## src/rtl/rtcc_pkg.sv

```systemverilog
package rtcc_pkg;

  typedef struct packed {
    logic       stop;
    logic [6:0] sec;
    logic [6:0] min;
    logic [5:0] hour;
    logic       ftest;
    logic [2:0] day;
    logic [5:0] date;
    logic [4:0] month;
    logic [7:0] year;
    logic [5:0] cent;
  } calFields_t;

  typedef struct packed {
    logic load;
    logic advSec;
  } calStrobe_t;

  // leap test on packed BCD year: multiple of 4 over 00..99
  function automatic logic isLeapBcd(input logic [7:0] yearBcd);
    logic [3:0] units;
    units = yearBcd[3:0];
    if (yearBcd[4])
      return (units == 4'd2) || (units == 4'd6);
    else
      return (units == 4'd0) || (units == 4'd4) || (units == 4'd8);
  endfunction

  function automatic logic [5:0] monthLastDay(input logic [4:0] monthBcd,
                                              input logic [7:0] yearBcd);
    case (monthBcd)
      5'h02:                      return isLeapBcd(yearBcd) ? 6'h29 : 6'h28;
      5'h04, 5'h06, 5'h09, 5'h11: return 6'h30;
      default:                    return 6'h31;
    endcase
  endfunction

endpackage

```

## src/rtl/rtcc_bcd_cnt.sv

```systemverilog
module rtcc_bcd_cnt #(
  parameter int           W     = 8,
  parameter logic [W-1:0] FIRST = '0
) (
  input  logic         clk,
  input  logic         rstN,
  input  logic         ld,
  input  logic [W-1:0] ldVal,
  input  logic         inc,
  input  logic [W-1:0] lastVal,
  output logic [W-1:0] q,
  output logic         wrap
);

  logic [7:0]   q8;
  logic [7:0]   step8;
  logic [W-1:0] nextVal;

  assign q8 = 8'(q);

  // two-digit BCD increment
  always_comb begin
    if (q8[3:0] >= 4'd9)
      step8 = {q8[7:4] + 4'd1, 4'd0};
    else
      step8 = q8 + 8'd1;
  end

  generate
    if (W < 8) begin : g_pad
      logic [7-W:0] padUnused;
      assign padUnused = step8[7:W];
    end
  endgenerate

  // out-of-range values also wrap, so a bad load cannot run away
  assign wrap    = inc && (q >= lastVal);
  assign nextVal = wrap ? FIRST : step8[W-1:0];

  always_ff @(posedge clk) begin
    if (!rstN)     q <= FIRST;
    else if (ld)   q <= ldVal;
    else if (inc)  q <= nextVal;
  end

endmodule

```

## src/rtl/rtcc_ctrl.sv

```systemverilog
module rtcc_ctrl #(
  parameter int TICK_HZ = 1024,
  parameter int TEST_HZ = 512
) (
  input  logic                clk,
  input  logic                rstN,
  input  logic                tickIn,
  input  logic                loadIn,
  input  logic                stopQ,
  output rtcc_pkg::calStrobe_t stb,
  output logic                testPhase
);

  localparam int             DIV_W    = $clog2(TICK_HZ);
  localparam logic [DIV_W-1:0] DIV_LAST = DIV_W'(TICK_HZ - 1);
  localparam int             TEST_BIT = $clog2(TICK_HZ / TEST_HZ) - 1;

  logic [DIV_W-1:0] subCnt;
  logic             running;
  logic             atLast;

  assign running = tickIn && !stopQ;
  assign atLast  = (subCnt == DIV_LAST);

  always_ff @(posedge clk) begin
    if (!rstN)
      subCnt <= '0;
    else if (loadIn)
      subCnt <= '0;
    else if (running)
      subCnt <= atLast ? '0 : subCnt + 1'b1;
  end

  always_comb begin
    stb.load   = loadIn;
    stb.advSec = running && !loadIn && atLast;
  end

  assign testPhase = subCnt[TEST_BIT];

endmodule

```

## src/rtl/rtcc_datapath.sv

```systemverilog
module rtcc_datapath #(
  parameter logic [5:0] CENT_LAST = 6'h39
) (
  input  logic                 clk,
  input  logic                 rstN,
  input  rtcc_pkg::calStrobe_t stb,
  input  rtcc_pkg::calFields_t ldVal,
  output rtcc_pkg::calFields_t cur
);

  logic [6:0] secQ, minQ;
  logic [5:0] hourQ, dateQ, centQ;
  logic [2:0] dayQ;
  logic [4:0] monthQ;
  logic [7:0] yearQ;
  logic       stopQ, ftestQ;
  logic       secWrap, minWrap, hourWrap, dateWrap, monthWrap, yearWrap;
  logic       unusedDayWrap, unusedCentWrap;
  logic [5:0] dateLast;

  assign dateLast = rtcc_pkg::monthLastDay(monthQ, yearQ);

  rtcc_bcd_cnt #(.W(7), .FIRST(7'h00)) u_sec (
    .clk(clk), .rstN(rstN), .ld(stb.load), .ldVal(ldVal.sec),
    .inc(stb.advSec), .lastVal(7'h59), .q(secQ), .wrap(secWrap));

  rtcc_bcd_cnt #(.W(7), .FIRST(7'h00)) u_min (
    .clk(clk), .rstN(rstN), .ld(stb.load), .ldVal(ldVal.min),
    .inc(secWrap), .lastVal(7'h59), .q(minQ), .wrap(minWrap));

  rtcc_bcd_cnt #(.W(6), .FIRST(6'h00)) u_hour (
    .clk(clk), .rstN(rstN), .ld(stb.load), .ldVal(ldVal.hour),
    .inc(minWrap), .lastVal(6'h23), .q(hourQ), .wrap(hourWrap));

  rtcc_bcd_cnt #(.W(3), .FIRST(3'd1)) u_day (
    .clk(clk), .rstN(rstN), .ld(stb.load), .ldVal(ldVal.day),
    .inc(hourWrap), .lastVal(3'd7), .q(dayQ), .wrap(unusedDayWrap));

  rtcc_bcd_cnt #(.W(6), .FIRST(6'h01)) u_date (
    .clk(clk), .rstN(rstN), .ld(stb.load), .ldVal(ldVal.date),
    .inc(hourWrap), .lastVal(dateLast), .q(dateQ), .wrap(dateWrap));

  rtcc_bcd_cnt #(.W(5), .FIRST(5'h01)) u_month (
    .clk(clk), .rstN(rstN), .ld(stb.load), .ldVal(ldVal.month),
    .inc(dateWrap), .lastVal(5'h12), .q(monthQ), .wrap(monthWrap));

  rtcc_bcd_cnt #(.W(8), .FIRST(8'h00)) u_year (
    .clk(clk), .rstN(rstN), .ld(stb.load), .ldVal(ldVal.year),
    .inc(monthWrap), .lastVal(8'h99), .q(yearQ), .wrap(yearWrap));

  rtcc_bcd_cnt #(.W(6), .FIRST(6'h00)) u_cent (
    .clk(clk), .rstN(rstN), .ld(stb.load), .ldVal(ldVal.cent),
    .inc(yearWrap), .lastVal(CENT_LAST), .q(centQ), .wrap(unusedCentWrap));

  always_ff @(posedge clk) begin
    if (!rstN) begin
      stopQ  <= 1'b0;
      ftestQ <= 1'b0;
    end else if (stb.load) begin
      stopQ  <= ldVal.stop;
      ftestQ <= ldVal.ftest;
    end
  end

  always_comb begin
    cur.stop  = stopQ;
    cur.sec   = secQ;
    cur.min   = minQ;
    cur.hour  = hourQ;
    cur.ftest = ftestQ;
    cur.day   = dayQ;
    cur.date  = dateQ;
    cur.month = monthQ;
    cur.year  = yearQ;
    cur.cent  = centQ;
  end

endmodule

```

## src/rtl/rtc_bcd_calendar.sv

```systemverilog
module rtc_bcd_calendar #(
  parameter int         TICK_HZ   = 1024,
  parameter int         TEST_HZ   = 512,
  parameter logic [5:0] CENT_LAST = 6'h39
) (
  input  logic       clk,
  input  logic       rstN,
  input  logic       tickIn,
  input  logic       loadIn,
  input  logic [7:0] ldSec,
  input  logic [7:0] ldMin,
  input  logic [7:0] ldHour,
  input  logic [7:0] ldDay,
  input  logic [7:0] ldDate,
  input  logic [7:0] ldMonth,
  input  logic [7:0] ldYear,
  input  logic [7:0] ldCent,
  output logic [7:0] secOut,
  output logic [7:0] minOut,
  output logic [7:0] hourOut,
  output logic [7:0] dayOut,
  output logic [7:0] dateOut,
  output logic [7:0] monthOut,
  output logic [7:0] yearOut,
  output logic [7:0] centOut
);

  rtcc_pkg::calFields_t ldVal;
  rtcc_pkg::calFields_t cur;
  rtcc_pkg::calStrobe_t stb;
  logic                 testPhase;
  logic                 unusedLdBits;
  logic                 lsbShown;

  assign unusedLdBits = ^{ldMin[7], ldHour[7:6], ldDay[7], ldDay[5:3],
                          ldDate[7:6], ldMonth[7:5], ldCent[7:6]};

  always_comb begin
    ldVal.stop  = ldSec[7];
    ldVal.sec   = ldSec[6:0];
    ldVal.min   = ldMin[6:0];
    ldVal.hour  = ldHour[5:0];
    ldVal.ftest = ldDay[6];
    ldVal.day   = ldDay[2:0];
    ldVal.date  = ldDate[5:0];
    ldVal.month = ldMonth[4:0];
    ldVal.year  = ldYear;
    ldVal.cent  = ldCent[5:0];
  end

  rtcc_ctrl #(.TICK_HZ(TICK_HZ), .TEST_HZ(TEST_HZ)) u_ctrl (
    .clk(clk), .rstN(rstN), .tickIn(tickIn), .loadIn(loadIn),
    .stopQ(cur.stop), .stb(stb), .testPhase(testPhase));

  rtcc_datapath #(.CENT_LAST(CENT_LAST)) u_dp (
    .clk(clk), .rstN(rstN), .stb(stb), .ldVal(ldVal), .cur(cur));

  assign lsbShown = cur.sec[0] ^ (cur.ftest & ~cur.stop & testPhase);

  assign secOut   = {cur.stop, cur.sec[6:1], lsbShown};
  assign minOut   = {1'b0, cur.min};
  assign hourOut  = {2'b00, cur.hour};
  assign dayOut   = {1'b0, cur.ftest, 3'b000, cur.day};
  assign dateOut  = {2'b00, cur.date};
  assign monthOut = {3'b000, cur.month};
  assign yearOut  = cur.year;
  assign centOut  = {2'b00, cur.cent};

endmodule

```

## config.mk

```make
export PLATFORM = sky130hd
export DESIGN_NAME = rtc_bcd_calendar
export DESIGN_NICKNAME = d
export VERILOG_FILES = /design/src/rtl/rtcc_pkg.sv /design/src/rtl/rtcc_bcd_cnt.sv /design/src/rtl/rtcc_ctrl.sv /design/src/rtl/rtcc_datapath.sv /design/src/rtl/rtc_bcd_calendar.sv
export SDC_FILE = /design/constraint.sdc
export NUM_CORES = 1
export LEC_CHECK = 0
export ABC_CLOCK_PERIOD_IN_PS = 3900
export CORE_ASPECT_RATIO = 1.1
export CORE_MARGIN = 8
export CORE_UTILIZATION = 30
export DETAILED_ROUTE_END_ITERATION = 10
export PLACE_DENSITY = 0.67
export SLEW_MARGIN = 30
export SYNTH_ARGS = -nofsm -noshare
export SYNTH_HDL_FRONTEND = slang
export SYNTH_SLANG_ARGS = --single-unit
```

## constraint.sdc

```tcl
create_clock -name clk -period 3.9 [get_ports clk]
set_clock_uncertainty 0.1 [all_clocks]
set_input_delay 0.39 -clock clk [delete_from_list [all_inputs] [get_ports clk]]
set_output_delay 0.39 -clock clk [all_outputs]
set_load 0.1 [all_outputs]
```

# ---- Word-level counts from Yosys, hierarchy flattened
# Index checks and enable logic that the tools add are counted.
# Widths: inputs -> output; s select.
dict set report word_totals {
  reg_bits 60
}
dict set report op_classes {
  bitwise_logic 5
  n_eq_ne 10
  n_reduce_logical 26
  addsub 16
  magnitude_cmp 16
  muxes 37
}
# operator count
set op_table {}
lappend op_table {{$mux 6} 12}
lappend op_table {{$mux 7} 8}
lappend op_table {{$mux 8} 4}
lappend op_table {{$ge 4x4->1 const B} 7}
lappend op_table {{$mux 5} 4}
lappend op_table {{$add 6x1->6 const B} 3}
lappend op_table {{$add 7x1->7 const B} 2}
lappend op_table {{$ge 7x7->1 const B} 2}
lappend op_table {{$reduce_bool 2->1} 7}
lappend op_table {{$ge 6x6->1 const B} 2}
lappend op_table {{$mux 3} 4}
lappend op_table {{$pmux 6 s2} 1}
lappend op_table {{$logic_and 1x1->1} 11}
lappend op_table {{$add 10x1->10 const B} 1}
lappend op_table {{$eq 10x10->1 const B} 1}
lappend op_table {{$eq 5x3->1 const B} 2}
lappend op_table {{$mux 10} 1}
lappend op_table {{$add 3x1->3 const B} 3}
lappend op_table {{$add 8x1->8 const B} 1}
lappend op_table {{$eq 4x3->1 const B} 2}
lappend op_table {{$ge 8x8->1 const B} 1}
lappend op_table {{$add 2x1->2 const B} 3}
lappend op_table {{$ge 6x6->1} 1}
lappend op_table {{$add 5x1->5 const B} 1}
lappend op_table {{other kinds (19)} 26}

# ---- Longest topological paths before layout
# Gate-level depths: netlist (run 1).
dict set report depth {
  depth_word 15
  ltp_mapped 14
}

# ---- Hierarchy
# From an unflattened synthesis (run 1), not the netlist that was laid out.
dict set report unflattened {
  cells_unflattened 635
  hier_area_um2 5340.1
}
# module cells_per_inst area_per_inst_um2 instances
set modules_own_cells {}
lappend modules_own_cells {{rtcc_bcd_cnt at u_dp.u_min ...} 77 669.4 2}
lappend modules_own_cells {{rtcc_bcd_cnt at u_dp.u_cent ...} 68 551.8 2}
lappend modules_own_cells {{rtcc_bcd_cnt at u_dp.u_year} 98 790.8 1}
lappend modules_own_cells {{rtcc_bcd_cnt at u_dp.u_date} 69 583.1 1}
lappend modules_own_cells {rtcc_ctrl 55 488.0 1}
lappend modules_own_cells {{rtcc_bcd_cnt at u_dp.u_month} 56 473.0 1}
lappend modules_own_cells {{rtcc_bcd_cnt at u_dp.u_day} 29 245.2 1}
lappend modules_own_cells {rtcc_datapath 20 165.2 1}
lappend modules_own_cells {rtc_bcd_calendar 18 152.6 1}

# ---- Least setup slack after synthesis (run 1)
# Ideal clock, no wire load.
dict set report synth_path {
  path_kind {flip-flop to flip-flop}
  start {register u_dp.u_year.q[0]}
  end {register u_dp.u_cent.q[3]}
  slack_ns 0.587
  n_path_buf 0
  setup_ns 0.074
  stages_incl_launch_ff 15
  t_arrival_ns 3.139
  cell_sequence {dfxtp_1 > inv_1 > ha_1 > nand2b_1 > a21boi_0 > o221ai_1 > a2111oi_0 > a31oi_1 > ha_1 > nor4b_1 > o22a_1 > nor3_2 > nand3_2 > or4_1 > a31oi_1}
}
dict set report synth_between {
  elab_chain_cells 15
}
# item line_no
set synth_lines {}
lappend synth_lines {{start, declared} rtcc_bcd_cnt.sv:11} ;# output logic [W-1:0] q,
lappend synth_lines {{start signal, assigned} rtcc_bcd_cnt.sv:42} ;# else if (ld) q <= ldVal;
lappend synth_lines {{start signal, assigned} rtcc_bcd_cnt.sv:43} ;# else if (inc) q <= nextVal;
lappend synth_lines {{$eq 4x3->1 / $logic_not 4->1 (equally long branches)} rtcc_pkg.sv:28} ;# return (units == 4'd0) || (units == 4'd4) || (units == 4'd8);
lappend synth_lines {{$logic_or 1x1->1 (2 in a row)} rtcc_pkg.sv:28}
lappend synth_lines {{$mux 1} rtcc_pkg.sv:25} ;# if (yearBcd[4])
lappend synth_lines {{$mux 1} rtcc_pkg.sv:33} ;# case (monthBcd)
lappend synth_lines {{$mux 1} rtcc_pkg.sv:34} ;# 5'h02: return isLeapBcd(yearBcd) ? 6'h29 : 6'h28;
lappend synth_lines {{$pmux 6 s2} rtcc_pkg.sv:33}
lappend synth_lines {{$ge 6x6->1} rtcc_bcd_cnt.sv:37} ;# assign wrap = inc && (q >= lastVal);
lappend synth_lines {{$logic_and 1x1->1 (2 in a row)} rtcc_bcd_cnt.sv:37}
lappend synth_lines {{$logic_and 1x1->1 *} rtcc_bcd_cnt.sv:37}
lappend synth_lines {{$logic_and 1x1->1} rtcc_bcd_cnt.sv:37}
lappend synth_lines {{$mux 6} rtcc_bcd_cnt.sv:38} ;# assign nextVal = wrap ? FIRST : step8[W-1:0];
lappend synth_lines {{$mux 6} rtcc_bcd_cnt.sv:43}
lappend synth_lines {{$mux 6} rtcc_bcd_cnt.sv:42}
lappend synth_lines {{end signal, assigned} rtcc_bcd_cnt.sv:42}
lappend synth_lines {{end signal, assigned} rtcc_bcd_cnt.sv:43}
lappend synth_lines {{end, declared} rtcc_bcd_cnt.sv:11}
# Every way passes the cells marked *; elsewhere a longest branch is shown, timed or not. The select of a mux whose other input is x is not followed.
# A chain may end at the register's enable or synchronous reset.

# ---- Worst setup path in the final report (run 1)
# Ends and elaborated chain as after synthesis.

==> metrics.cfg, run 1 <==
[sta]
tns_ns = 0
setup_viol = 0
relSlewSlack = 0.2868
worstMarginPinSlew_ns = 1.056
max_freq_mhz = 275.1
hold_viol_final = 0
post-route-period-util = 0.9322
drv_slew = 0
min_period_ns = 3.636
rsz0062_at_grt = false
hold_ws_ns = 0.4038

[cts]
cts-buffers-inserted = 9
clkLatencyLatePin_ns = 0.33
cts.clk_slew.worst_paths_ns = 0.05
clockBufferDepth = 2
cts_tree = yes
clock-sinks = 60
post_cts_buffers = 0
holdBufCountCts = 0
postCtsResizedCells = 0
root_buffer = clkbuf_16
cts_max_level = 3

[drt]
drtAntennaViolNets = 0
drtPass1Iterations = 4
wl_per_cell_um = 15.71
drc = 0
vias_per_cell = 4.935
vias = 3918
finalWirelength_um = 12480
drtIter0Drc = 162

[synth]
synth_edf_count = 0
synth_top_area_cell = dfxtp_1
synth-xor-area-share = 0.02387
synth-main-ff-cell = dfxtp_1
yosysTopAreaCellShare = 0.2728
synthArstFlopShare = 0
yosysWarnings = 0
yosysMostFrequentCell = buf_4
synth_area_leaders = dfxtp_1, ha_1, buf_4
syn_area_um2 = 4403
seq_area_frac_synth = 0.2728
synth_compound_area_frac = 0.1935
synth_seq_cells = 60
avgSynthCellArea_um2 = 8.094
synthMuxAreaShare = 0.02302
yosys.cell_types.count = 69
synthesis.instances = 544
ys_top_cells_by_count = buf_4, dfxtp_1, nand2_1
synth_top_family_by_area = simple AND/OR/NAND/NOR gates
synth_adder_area_share = 0.1108
yosys.area_share.simple = 0.2265

[hold_path]
hold_class = register to register

[power_and_ir_drop]
power.leakage_nw = 2.125
power_density_nw_per_um2 = 382.0
p_total_mw = 2.112
ir_drop_mv = 0.1644

[floorplanning]
core_um2 = 14390
die_h_um = 143.1
std_cell_rows = 46
die-area_um2 = 18810
initial_core_util = 0.3060
pin_count = 132
chipWidth_um = 131.5

[global_route]
grt_use_total = 0.1303
grt_remaining_overflow = 0
grt_pass1_vias = 3817
grt_max_degree = 41
grt_pass1_wl_um = 19600
antenna_found_initial = 3

[worst_setup_path]
setup.worst_path.start_class = register
crit_arrival_ns = 3.79
worstSetupPathType = register to register
critPathMaxFanout = 7
crit_required_ns = 4.06
cp-end-kind = register

[cells_and_area]
drive_gt1_frac = 0.06312
diodes = 0
area_growth_pct = 25.55
fill_cells = 1486
fin_cells = 794
nets = 705

[outcome]
status = finished, final reports clean

[placement]
gp_congestion = 0.8250
dpl.hpwl_um = 9364
place_inst = 779
port_buffers = 103

[run]
max_cap_violations = 0

==> final cells by class <==
type                            count  area (um2)  share of cell area
Inverter                           29       108.9             0.01969
Tap cell                          192       240.2             0.04346
Clock buffer                       14       274.0             0.04957
Sequential cell                    60        1201              0.2173
Multi-Input combinational cell    389        2603              0.4708
Clock inverter                      1       30.03            0.005432
Timing Repair Buffer              109        1071              0.1938
==> flip-flops by register name, indices dropped and copies added, names as in the netlist <==
signal,count
u_dp.u_sec.q,7
u_dp.u_cent.q,6
u_dp.stopQ,1
u_ctrl.subCnt,10
u_dp.u_month.q,5
u_dp.u_year.q,8
u_dp.u_date.q,6
u_dp.u_day.q,3
u_dp.u_hour.q,6
u_dp.ftestQ,1
u_dp.u_min.q,7
==> worst paths after layout <==
| check | start | endpoint | slack (ns) | cells after the start |
|---|---|---|---|---|
| worst max-delay path | u_dp.u_year.q[0] | u_dp.u_cent.q[3] | 0.26 | 14 |
| worst min-delay path | u_ctrl.subCnt[5] | u_ctrl.subCnt[5] | 0.40 | 2 |
| worst max register to register | u_dp.u_year.q[0] | u_dp.u_cent.q[3] | 0.26 | 14 |
| worst min register to register | u_ctrl.subCnt[5] | u_ctrl.subCnt[5] | 0.40 | 2 |
==> cells by family after synthesis <==
kind of cell / Yosys count
AND/OR/NAND/NOR: 180
AO/OA/AOI/OAI: 134
buffers and inverters: 108
flip-flops: 60
adder cells (fa/ha/maj): 39
XOR/XNOR: 12
multiplexers: 10
other: 1
==> cell usage in the layout (no fill, tap or decap), drive strengths merged, types with 3 or more instances in the layout <==
master and n:
nor3b 4, inv 28, nand2 46, o211ai 8, nand3 26, a22oi 6
nor4b 3, nand2b 7, nor4 6, a21oi 25, nor2 42, nor2b 5
nand4 6, clkbuf 14, mux2i 9, nand4b 7, xnor2 4, a21boi 3
buf 7, o31ai 5, or2 3, or3 5, clkdlybuf4s50 102, or4 3
conb 14, a22o 4, xor2 8, dfxtp 60, ha 39, nor3 9
o21ai 42, a31oi 17
==> routing by layer <==
layer	up-vias	share of wire	track usage
li1	1990	-	-
met1	1820	0.46	0.1525
met2	85	0.47	0.2188
met3	17	0.054	0.04638
met4	6	0.013	0.04114
met5	-	0.0030	0
==> where the power goes <==
| part | total [mW] | switching, mW | internal [mW] |
|---|---|---|---|
| sequential | 0.698 | 0.0505 | 0.647 |
| combinational | 0.591 | 0.422 | 0.169 |
| clock | 0.823 | 0.280 | 0.544 |
| total | 2.11 | 0.752 | 1.36 |
==> worst max-delay path, stage by stage, from the launching register on <==
cell	delay, ns
dfxtp_1	0.38
inv_1	0.13
ha_1	0.21
nand2b_1	0.08
a21boi_0	0.17
o221ai_1	0.14
a2111oi_0	0.45
a31oi_1	0.10
ha_1	0.29
nor4b_1	0.05
o22a_1	0.29
nor3_4	0.36
nand3_2	0.19
or4_1	0.45
a31oi_1	0.16
==> through the flow <==
stage,instance area [um2],setup slack [ns],utilization
6_report,5528,0.2644,0.3842
5_1_grt,5528,0.01208,0.3842
4_1_cts,5522,0.1479,0.3837
3_5_place_dp,5218,0.1980,0.3626
3_3_place_gp,5223,0.2507,0.3630
2_1_floorplan,4452,0.5866,-
No activity file was read; power rests on OpenSTA's default activity.
==> run 2: changes to the inputs <==
- CELL_PAD_IN_SITES_DETAIL_PLACEMENT: unset -> 1
- CELL_PAD_IN_SITES_GLOBAL_PLACEMENT: unset -> 2
- CORE_UTILIZATION: 30 -> 27
- PLACE_DENSITY: 0.67 -> 0.93
==> metrics.cfg, run 2 (synthesis gave the netlist of run 1 again) <==
[sta]
tns_ns = 0
hold_viol_final = 0
setup_viol = 0
drv_slew = 0
hold_ws_ns = 0.4258
worstMarginPinSlew_ns = 1.020
rsz0062_at_grt = false
max_freq_mhz = 277.4
min_period_ns = 3.604
relSlewSlack = 0.3176
post-route-period-util = 0.9242
layout_setup_ws_ns = 0.2956

[power_and_ir_drop]
power_density_nw_per_um2 = 366.8
p_total_mw = 2.035
ir_drop_mv = 0.1734
power.leakage_nw = 2.134

[cells_and_area]
final-seq-area_um2 = 1201
top_register = u_ctrl.subCnt
fin_cells = 811
multi_input_comb_area_um2 = 2618
top_regs = u_ctrl.subCnt (10), u_dp.u_year.q (8)
fin_area_um2 = 5548
fill_cells = 1948
final_common_cell = clkdlybuf4s50_1
largest_reg_flops = 10
final_util = 0.3428
nets = 709
mostFrequentLayoutCells = clkdlybuf4s50_1, dfxtp_1, nand2_1
diodes = 0
drive_gt1_frac = 0.07249
area_growth_pct = 26.00

[drt]
vias_per_cell = 5.036
drc = 0
drtIter0Drc = 170
drtPass1Iterations = 4
finalWirelength_um = 14280
wl_per_cell_um = 17.60
drtAntennaViolNets = 0
vias = 4084

[global_route]
grtUsageMet1 = 0.1615
grt_pass1_wl_um = 22600
grt_use_total = 0.1398
grt_remaining_overflow = 0
antenna_found_initial = 0
met3_usage = 0.02921
grt_pass1_vias = 4309
grt_max_degree = 41
busiest_layer = met2
grtUsageMet2 = 0.2467

[cts]
clockBufferDepth = 2
post_cts_buffers = 0
cts.clk_slew.worst_paths_ns = 0.05
clock-sinks = 60
clkLatencyLatePin_ns = 0.34
cts-buffers-inserted = 9
root_buffer = clkbuf_16
cts_max_level = 3
cts_tree = yes

[worst_setup_path]
rr_worst_depth = 14
cp-end-kind = register
slowest_stage = or4_1
r2r-end = u_dp.u_cent.q[3]
r2r_start = u_dp.u_year.q[0]
crit_start = u_dp.u_year.q[0]
worstSetupPathType = register to register
crit_required_ns = 4.07
crit_arrival_ns = 3.77
max_stage_delay_ns = 0.45
critPathBufInv = 1
cp_cell_sequence = inv_1 > ha_1 > nand2b_1 > a21boi_0 > o221ai_1 > a2111oi_2 > a31oi_1 > ha_1 > nor4b_1 > o22a_2 > nor3_4 > nand3_2 > or4_1 > a31oi_1
crit_family = compound AO/OA/AOI/OAI gates
reg2reg_slack_ns = 0.30
setup.worst_path.start_class = register
critPathMaxFanout = 7

[placement]
port_buffers = 103
place_inst = 795
gp_congestion = 0.8438
post-place-ws_ns = 0.1480
placed_cell_area_um2 = 5263
dpl.hpwl_um = 10910

[floorplanning]
std_cell_rows = 49
chipWidth_um = 137.8
core_um2 = 16190
initial_core_util = 0.2720
die-area_um2 = 20650
pin_count = 132
die_h_um = 149.9

[hold_path]
hold_depth = 2
hp-start = u_ctrl.subCnt[5]
holdPathEnd = u_ctrl.subCnt[5]
hold_class = register to register

[outcome]
status = finished, final reports clean

[run]
max_cap_violations = 0

[run 2: cell count changes in the layout (fill, tap and decap cells not counted), sizes merged]
cell | before | now
clkinv | 1 | 3
buf | 7 | 11
bufinv | 1 | 0
[run 2: repair_timing]
item	in CTS	in global routing
endpoints found under the hold margin	0	0
gates resized for setup	0	4
setup endpoints to repair	0	12
hold buffers	0	0
[run 2: routing by layer]
layer  wire length, um  up-vias
li1                  -     1989
met1              6140     1977
met3               782       17
met5                 0        -
met2              7133      101
met4               221        0
[run 2: area by class of cell]
cell class,instances,area share
multi-input cells,389,0.4718
clock buffers,14,0.04578
clock inverters,2,0.001804
well taps,204,0.04601
flip-flops and latches,60,0.2165
inverters,29,0.01962
repair buffers,113,0.1985
[run 2: how the worst max path moves through the flow]
stage	endpoint	slack [ns]	cells after the start
after floorplan	u_dp.u_cent.q[3]	0.59	14
after global placement	u_dp.u_cent.q[0]	0.27	14
after detailed placement	u_dp.u_cent.q[3]	0.15	14
after CTS	u_dp.u_cent.q[3]	0.07	14
after global routing	u_dp.u_cent.q[3]	0.02	14
final	u_dp.u_cent.q[3]	0.30	14
[run 2: power breakdown]
| group | internal (mW) | total [mW] | leakage (nW) | switching, mW |
|---|---|---|---|---|
| clock | 0.446 | 0.732 | 0.131 | 0.287 |
| combinational | 0.172 | 0.603 | 1.51 | 0.432 |
| sequential | 0.647 | 0.699 | 0.495 | 0.0520 |
| total | 1.26 | 2.03 | 2.13 | 0.770 |
[run 2: worst register-to-register path, cell delays in order (launching register included)]
cell and delay, ns:
dfxtp_1 0.38, inv_1 0.13, ha_1 0.23, nand2b_1 0.10
a21boi_0 0.18, o221ai_1 0.19, a2111oi_2 0.39, a31oi_1 0.11
ha_1 0.29, nor4b_1 0.05, o22a_2 0.30, nor3_4 0.29
nand3_2 0.19, or4_1 0.45, a31oi_1 0.16
